`src/rtl/extIntPkg.sv`:
```
package extIntPkg;
  localparam int DATA_W = 32;
  localparam int ADDR_W = 8;

  localparam logic [ADDR_W-1:0] OFS_EN_SET = 8'h00;
  localparam logic [ADDR_W-1:0] OFS_EN_CLR = 8'h04;
  localparam logic [ADDR_W-1:0] OFS_MASK   = 8'h08;
  localparam logic [ADDR_W-1:0] OFS_STATUS = 8'h0C;
  localparam logic [ADDR_W-1:0] OFS_ACK    = 8'h10;
  localparam logic [ADDR_W-1:0] OFS_MODE   = 8'h14;
  localparam logic [ADDR_W-1:0] OFS_EDGE   = 8'h18;
  localparam logic [ADDR_W-1:0] OFS_LEVEL  = 8'h1C;
  localparam logic [ADDR_W-1:0] OFS_TEST   = 8'h20;
  localparam logic [ADDR_W-1:0] OFS_NMI    = 8'h24;

  localparam int TEST_BIT = 31;
  localparam int NMI_BIT  = 0;

  // one-cycle write strobes from the decoder to the datapath
  typedef struct packed {
    logic enSet;
    logic enClr;
    logic ack;
    logic wrMode;
    logic wrEdge;
    logic wrLevel;
    logic wrTest;
    logic wrNmi;
  } strobes_t;
endpackage

```
`src/rtl/extIntCtrlUnit.sv`:
```
module extIntCtrlUnit
  import extIntPkg::*;
(
  input  logic              regWr,
  input  logic [ADDR_W-1:0] regAddr,
  input  logic [DATA_W-1:0] maskQ,
  input  logic [DATA_W-1:0] statusQ,
  input  logic [DATA_W-1:0] modeQ,
  input  logic [DATA_W-1:0] edgeQ,
  input  logic [DATA_W-1:0] levelQ,
  input  logic              testQ,
  input  logic              nmiQ,
  output strobes_t          stb,
  output logic [DATA_W-1:0] regRdData
);
  always_comb begin
    stb         = '0;
    stb.enSet   = regWr && (regAddr == OFS_EN_SET);
    stb.enClr   = regWr && (regAddr == OFS_EN_CLR);
    stb.ack     = regWr && (regAddr == OFS_ACK);
    stb.wrMode  = regWr && (regAddr == OFS_MODE);
    stb.wrEdge  = regWr && (regAddr == OFS_EDGE);
    stb.wrLevel = regWr && (regAddr == OFS_LEVEL);
    stb.wrTest  = regWr && (regAddr == OFS_TEST);
    stb.wrNmi   = regWr && (regAddr == OFS_NMI);
  end

  always_comb begin
    regRdData = '0;
    case (regAddr)
      OFS_MASK:   regRdData = maskQ;
      OFS_STATUS: regRdData = statusQ;
      OFS_MODE:   regRdData = modeQ;
      OFS_EDGE:   regRdData = edgeQ;
      OFS_LEVEL:  regRdData = levelQ;
      OFS_TEST:   regRdData[TEST_BIT] = testQ;
      OFS_NMI:    regRdData[NMI_BIT] = nmiQ;
      default:    regRdData = '0;
    endcase
  end
endmodule

```
`src/rtl/extIntDatapath.sv`:
```
module extIntDatapath
  import extIntPkg::*;
#(
  parameter int NUM_LINES = 20
) (
  input  logic              clk,
  input  logic              rstN,
  input  strobes_t          stb,
  input  logic [DATA_W-1:0] wrData,
  input  logic [DATA_W-1:0] extIn,
  output logic [DATA_W-1:0] maskQ,
  output logic [DATA_W-1:0] statusQ,
  output logic [DATA_W-1:0] modeQ,
  output logic [DATA_W-1:0] edgeQ,
  output logic [DATA_W-1:0] levelQ,
  output logic              testQ,
  output logic              nmiQ,
  output logic              irqOut
);
  localparam logic [DATA_W:0]   IMPL_W = (({{DATA_W{1'b0}}, 1'b1}) << NUM_LINES) - 1'b1;
  localparam logic [DATA_W-1:0] IMPL   = IMPL_W[DATA_W-1:0];

  logic [DATA_W-1:0] ackVec;
  assign ackVec = stb.ack ? wrData : '0;

  // pins above the implemented count are deliberately left unconnected
  logic unusedIn;
  assign unusedIn = ^(extIn & ~IMPL);

  always_ff @(posedge clk or negedge rstN) begin
    if (!rstN) begin
      maskQ  <= '0;
      modeQ  <= '0;
      edgeQ  <= '0;
      levelQ <= '0;
      testQ  <= 1'b0;
      nmiQ   <= 1'b0;
    end else begin
      if (stb.enSet)      maskQ <= maskQ | (wrData & IMPL);
      else if (stb.enClr) maskQ <= maskQ & ~wrData;
      if (stb.wrMode)  modeQ  <= wrData & IMPL;
      if (stb.wrEdge)  edgeQ  <= wrData & IMPL;
      if (stb.wrLevel) levelQ <= wrData & IMPL;
      if (stb.wrTest)  testQ  <= wrData[TEST_BIT];
      if (stb.wrNmi)   nmiQ   <= wrData[NMI_BIT];
    end
  end

  for (genvar i = 0; i < DATA_W; i++) begin : g_line
    if (i < NUM_LINES) begin : g_impl
      logic syncA, syncB, prevQ, pendQ;
      logic rise, fall, edgeHit, levelHit;

      always_ff @(posedge clk or negedge rstN) begin
        if (!rstN) begin
          syncA <= 1'b0;
          syncB <= 1'b0;
          prevQ <= 1'b0;
        end else begin
          syncA <= extIn[i];
          syncB <= syncA;
          prevQ <= syncB;
        end
      end

      assign rise     = syncB & ~prevQ;
      assign fall     = ~syncB & prevQ;
      assign edgeHit  = edgeQ[i] ? rise : fall;
      assign levelHit = levelQ[i] ? syncB : ~syncB;

      // detection has priority over a concurrent acknowledge
      always_ff @(posedge clk or negedge rstN) begin
        if (!rstN)         pendQ <= 1'b0;
        else if (modeQ[i]) pendQ <= levelHit;
        else               pendQ <= edgeHit | (pendQ & ~ackVec[i]);
      end

      assign statusQ[i] = pendQ;
    end else begin : g_none
      assign statusQ[i] = 1'b0;
    end
  end

  assign irqOut = |(statusQ & maskQ);
endmodule

```
`src/rtl/extIntCtrl.sv`:
```
module extIntCtrl
  import extIntPkg::*;
#(
  parameter int NUM_LINES = 20
) (
  input  logic        clk,
  input  logic        rstN,
  input  logic        regWr,
  input  logic [7:0]  regAddr,
  input  logic [31:0] regWrData,
  output logic [31:0] regRdData,
  input  logic [31:0] extIn,
  output logic        irqOut
);
  strobes_t          stb;
  logic [DATA_W-1:0] maskQ, statusQ, modeQ, edgeQ, levelQ;
  logic              testQ, nmiQ;

  extIntCtrlUnit i_ctrl (
    .regWr    (regWr),
    .regAddr  (regAddr),
    .maskQ    (maskQ),
    .statusQ  (statusQ),
    .modeQ    (modeQ),
    .edgeQ    (edgeQ),
    .levelQ   (levelQ),
    .testQ    (testQ),
    .nmiQ     (nmiQ),
    .stb      (stb),
    .regRdData(regRdData)
  );

  extIntDatapath #(.NUM_LINES(NUM_LINES)) i_dp (
    .clk    (clk),
    .rstN   (rstN),
    .stb    (stb),
    .wrData (regWrData),
    .extIn  (extIn),
    .maskQ  (maskQ),
    .statusQ(statusQ),
    .modeQ  (modeQ),
    .edgeQ  (edgeQ),
    .levelQ (levelQ),
    .testQ  (testQ),
    .nmiQ   (nmiQ),
    .irqOut (irqOut)
  );
endmodule

```
`config.mk`:
```
export PLATFORM = sky130hd
export DESIGN_NAME = extIntCtrl
export DESIGN_NICKNAME = d
export VERILOG_FILES = /design/src/rtl/extIntPkg.sv /design/src/rtl/extIntCtrlUnit.sv /design/src/rtl/extIntDatapath.sv /design/src/rtl/extIntCtrl.sv
export SDC_FILE = /design/constraint.sdc
export NUM_CORES = 1
export LEC_CHECK = 0
export CAP_MARGIN = 30
export CORE_MARGIN = 3
export CORE_UTILIZATION = 60
export DETAILED_ROUTE_END_ITERATION = 7
export GPL_TIMING_DRIVEN = 0
export PLACE_DENSITY = 0.85
export SLEW_MARGIN = 10
export SYNTH_ARGS = -nofsm -noshare
export SYNTH_HDL_FRONTEND = slang
export SYNTH_HIERARCHICAL = 1
export SYNTH_SLANG_ARGS = --single-unit
```
`constraint.sdc`:
```
create_clock -name clk -period 3.3 [get_ports clk]
set_input_delay 0.825 -clock clk [delete_from_list [all_inputs] [get_ports clk]]
set_output_delay 0.825 -clock clk [all_outputs]
set_load 0.02 [all_outputs]
```
# After elaboration in Yosys (flattened, before gate mapping)
# Index checks and enable logic that the tools add are counted.
# word_totals
reg_bits	174
in_bits	75
elab_cells	316
# op_classes
eq_ne	9
n_mux	66
n_bitwise	144
n_reduce_logical	11
# ops
op	count
$pmux 30 s5	1
$mux 32	2
$and 1x1->1	60
$mux 1	60
$not 1->1	60
$and 20x32->32	1
$and 32x32->32	1
$eq 8x5->1 const B	4
$not 32->32	1
$or 32x20->32	1
$reduce_or 32->1	1
$mux 20	1
$or 1x1->1	20
$eq 8x4->1 const B	2
$eq 8x6->1 const B	2
$eq 8x3->1 const B	1
$logic_and 1x1->1	8
$logic_not 8->1	1
$pmux 1 s6	1
$pmux 1 s2	1
$reduce_bool 2->1	1

# Longest topological paths before layout
# logic_depth
ltp_word	7
mapped_depth	8
depth_no_buf	5

# Modules after synthesis
# The synthesis kept the hierarchy.
# by_module_without_submodules
mod	n_inst	cells_per_inst	area_each_um2
extIntDatapath	1	607	7004.2
extIntCtrlUnit	1	194	1492.7

# Worst setup path after synthesis
# OpenSTA, ideal clock, no wires.
# synth_path
path_kind	input -> output
startpoint	input regAddr[2]
endpoint	output regRdData[0]
arrival_ns	2.085
required_time_ns	2.475
setup_slack_ns	0.390
cell_stages	5
path_buffers	2
cell_sequence	buf_2 > nor4b_4 > buf_2 > nand2_1 > o21ai_0
# synth_between
elab_chain_cells	2
# synth_lines
item	line	rtl
start: declaration	extIntCtrl.sv:9	input logic [7:0] regAddr,
$eq 8x6->1, or another cell as far along	extIntCtrlUnit.sv:30	case (regAddr)
$pmux 1 s6 (*)	extIntCtrlUnit.sv:30	
end: declaration	extIntCtrl.sv:11	output logic [31:0] regRdData,
# Mark *: on every way between the ends. The rest lies on a longest branch, timed or not.

# Worst setup path in the final report
# layout_path
startpoint	input regAddr[1]
endpoint	output regRdData[15]
# layout_between
elab_chain_cells	2
# layout_lines
item	line
$eq 8x5->1, or another cell as far along	extIntCtrlUnit.sv:30
$pmux 30 s5 (*)	extIntCtrlUnit.sv:30
# Marks and branches as above.

==> results.yml <==
status:
  status: "completed"
sta:
  finalCritPeriodShare_pct: 99.4
  final_hold_viol_count: 0
  relSlewSlack_pct: 43.3
  maxSlewViolCount: 0
  whs_ns: 0.305
  tightest_slew_ns: 0.851
  fmax_mhz: 305
  rsz0062_at_grt: "true"
  fin_worst_skew_ns: 0.00603
  fin_tns_setup_ns: 0
  fin_crit_ns: 3.28
  finalSetupViolations: 0
logic_synthesis:
  yosysTopAreaCell: "dfrtp_1"
  synth_cells: 801
  synth_edf_count: 0
  synth.most_common_cell: "dfrtp_1"
  netlist_area_sq_um: 8500
  yosys.area.top_type_share_pct: 51.2
  synth_seq_cells: 174
  ys_warn_count: 6
  netlist_top_cells_count: "dfrtp_1 (174), nand2_1 (86), buf_4 (70)"
  synth_top_flop_cell: "dfrtp_1"
  synthArstFlopShare_pct: 100
  ys_types: 40
  yosys-top-cells-area: "dfrtp_1 (51%), buf_4 (6.2%), mux2_2 (4.6%)"
  syn_avg_cell_area_sq_um: 10.6
  seq_area_frac_synth_pct: 51.2
global_route:
  grt_util_all_layers_pct: 31.1
  antenna_found_initial: 0
  grt_max_degree: 117
  grt_pass1_vias: 7169
  grt_pass1_wl_microns: 38000
  grt.overflow.total: 0
drt:
  vias_per_cell: 6.16
  postRouteAntennaNets: 0
  drt_iter0_drc: 799
  first_pass_iters: 5
  num_vias: 7142
  wl_per_cell_microns: 20.8
  finalWirelength_microns: 24200
  drc_errors: 0
worst_setup_path:
  cpMaxStageDelayCell: "dlygate4sd2_1"
  cp_cell_sequence: "dlygate4sd2_1 -> nor4b_4 -> buf_4 -> buf_4 -> a22oi_1 -> o22ai_1 -> clkdlybuf4s15_2"
  worst_setup_path_end_kind: "output port"
  start_kind: "input pin"
  cp.arrival_ns: 2.46
  cp_top_family: "buffers and inverters"
  slowest_delay_ns: 0.36
  path_class: "in2out"
  worstPathMaxFanout: 10
  reg2reg_slack_ns: 2.04
  r2r.worst_path.cells: 4
  cp_data_required_time_ns: 2.47
  r2r-start: "i_dp/modeQ[8]"
  worst-path-buf-inv: 4
  path_common_cell: "buf_4"
  worstReg2RegEnd: "i_dp/g_line[8].g_impl.pendQ"
floorplanning:
  dieArea_sq_um: 15600
  coreArea_sq_um: 13600
  initial_core_util_pct: 62.7
  num_rows: 42
  die_x_microns: 125
  die-height_microns: 125
  io_pins: 108
power_and_ir_drop:
  ir_worst_vdd_uv: 425
  power.total_mw: 5.04
  power.density_nw_per_um2: 478
  power.leakage_nw: 4.82
place:
  place.detailed.hpwl_microns: 15900
  postPlaceCellArea_sq_um: 9870
  numPortBuffers: 94
  post-place-cells: 1119
  gp_congestion: 0.881
clocking:
  numCtsBuffers: 17
  clock-sinks: 174
  cts_tree: "yes"
  cts_hold_buf: 0
  cts_buffer_depth: 2
  root_buffer: "clkbuf_16"
  clock_latency_ns: 0.43
  htreeDepth: 4
  clk_pin_slew_ns: 0.07
min_path:
  hp-class: "in2async"
final_layout:
  fill_cells: 878
  drive_above_1_share_pct: 24.8
  diodes: 0
  stdcell_count: 1159
  area_delta_synth_final_pct: 24.1
  fin_area_sq_um: 10500
  nNetsFinal: 1045
run:
  drv_cap: 0
[cell usage in the layout (no fill, tap or decap), drive strengths merged, types with 2 or more instances in the layout]
cell type,n
nand2,87
a21boi,12
mux2,35
nand4,4
a31oi,12
nor3,3
dlygate4sd2,10
o22ai,17
a32oi,12
a22oi,20
nor4b,3
mux2i,18
a221oi,24
a2bb2oi,18
clkbuf,35
a21oi,40
clkdlybuf4s15,7
clkinv,3
nand3,14
buf,128
a31o,20
nand3b,12
clkdlybuf4s50,54
conb,48
nor2,25
nor3b,21
a22o,24
and3,4
o21ai,41
dfrtp,174
mux4,2
nor2b,4
inv,45
[worst max path at each step]
stage | from | to | cells past startpoint
final | regAddr[1] | regRdData[15] | 7
after global routing | regAddr[1] | regRdData[15] | 7
after CTS | regAddr[4] | regRdData[8] | 7
after detailed placement | regAddr[4] | regRdData[19] | 7
after global placement | rstN | i_dp/g_line[15].g_impl.prevQ | 1
after floorplan | regAddr[2] | regRdData[0] | 5
[metal layers]
metal / GRT usage, % / wire, microns / up-vias / share of wire [%]
met3: 7.63 / 2530 / 71 / 10
li1: - / - / 3152 / -
met4: 14.3 / 833 / 0 / 3.4
met2: 48.9 / 11500 / 444 / 47
met5: 0 / 0 / - / 0
met1: 41.0 / 9340 / 3475 / 39
[kinds of logic after synthesis]
logic type,Yosys count,share of synthesized area [%]
flip-flops,174,51.2
buffers and inverters,150,10.5
other,1,0.0441
AO/OA/AOI/OAI,241,20.2
multiplexers,55,7.29
AND/OR/NAND/NOR,180,10.8
[cell type report]
cell class	instances	area (sq um)	share of cell area, %
well taps	176	220	2.09
repair buffers	104	946	8.97
plain buffers	109	792	7.51
clock inverters	10	103	0.973
clock buffers	22	474	4.50
multi-input cells	524	3500	33.2
flip-flops and latches	174	4350	41.3
inverters	40	150	1.42
[metrics by stage]
| step | worst slack [ns] | utilization (%) |
|---|---|---|
| final | 0.0197 | 77.8 |
| after global routing | -0.0414 | 77.8 |
| after CTS | -0.0118 | 77.8 |
| after detailed placement | -0.996 | 72.8 |
| after global placement | -5.59 | 72.5 |
| after floorplan | 0.390 | - |
[where the power goes]
group          switching, mW  total [mW]  internal (mW)
Sequential             0.141        2.41           2.27
Clock                  0.853        1.97           1.11
Combinational          0.306       0.666          0.360
[timing repair]
action / CTS / global route
gates resized for setup: 146 / 21
endpoints found under the setup margin: 33 / 32
gates cloned: 0 / 0
pin swaps: 2 / 1
buffers inserted: 9 / 0
Note: power is estimated with default switching activity, not from simulation.
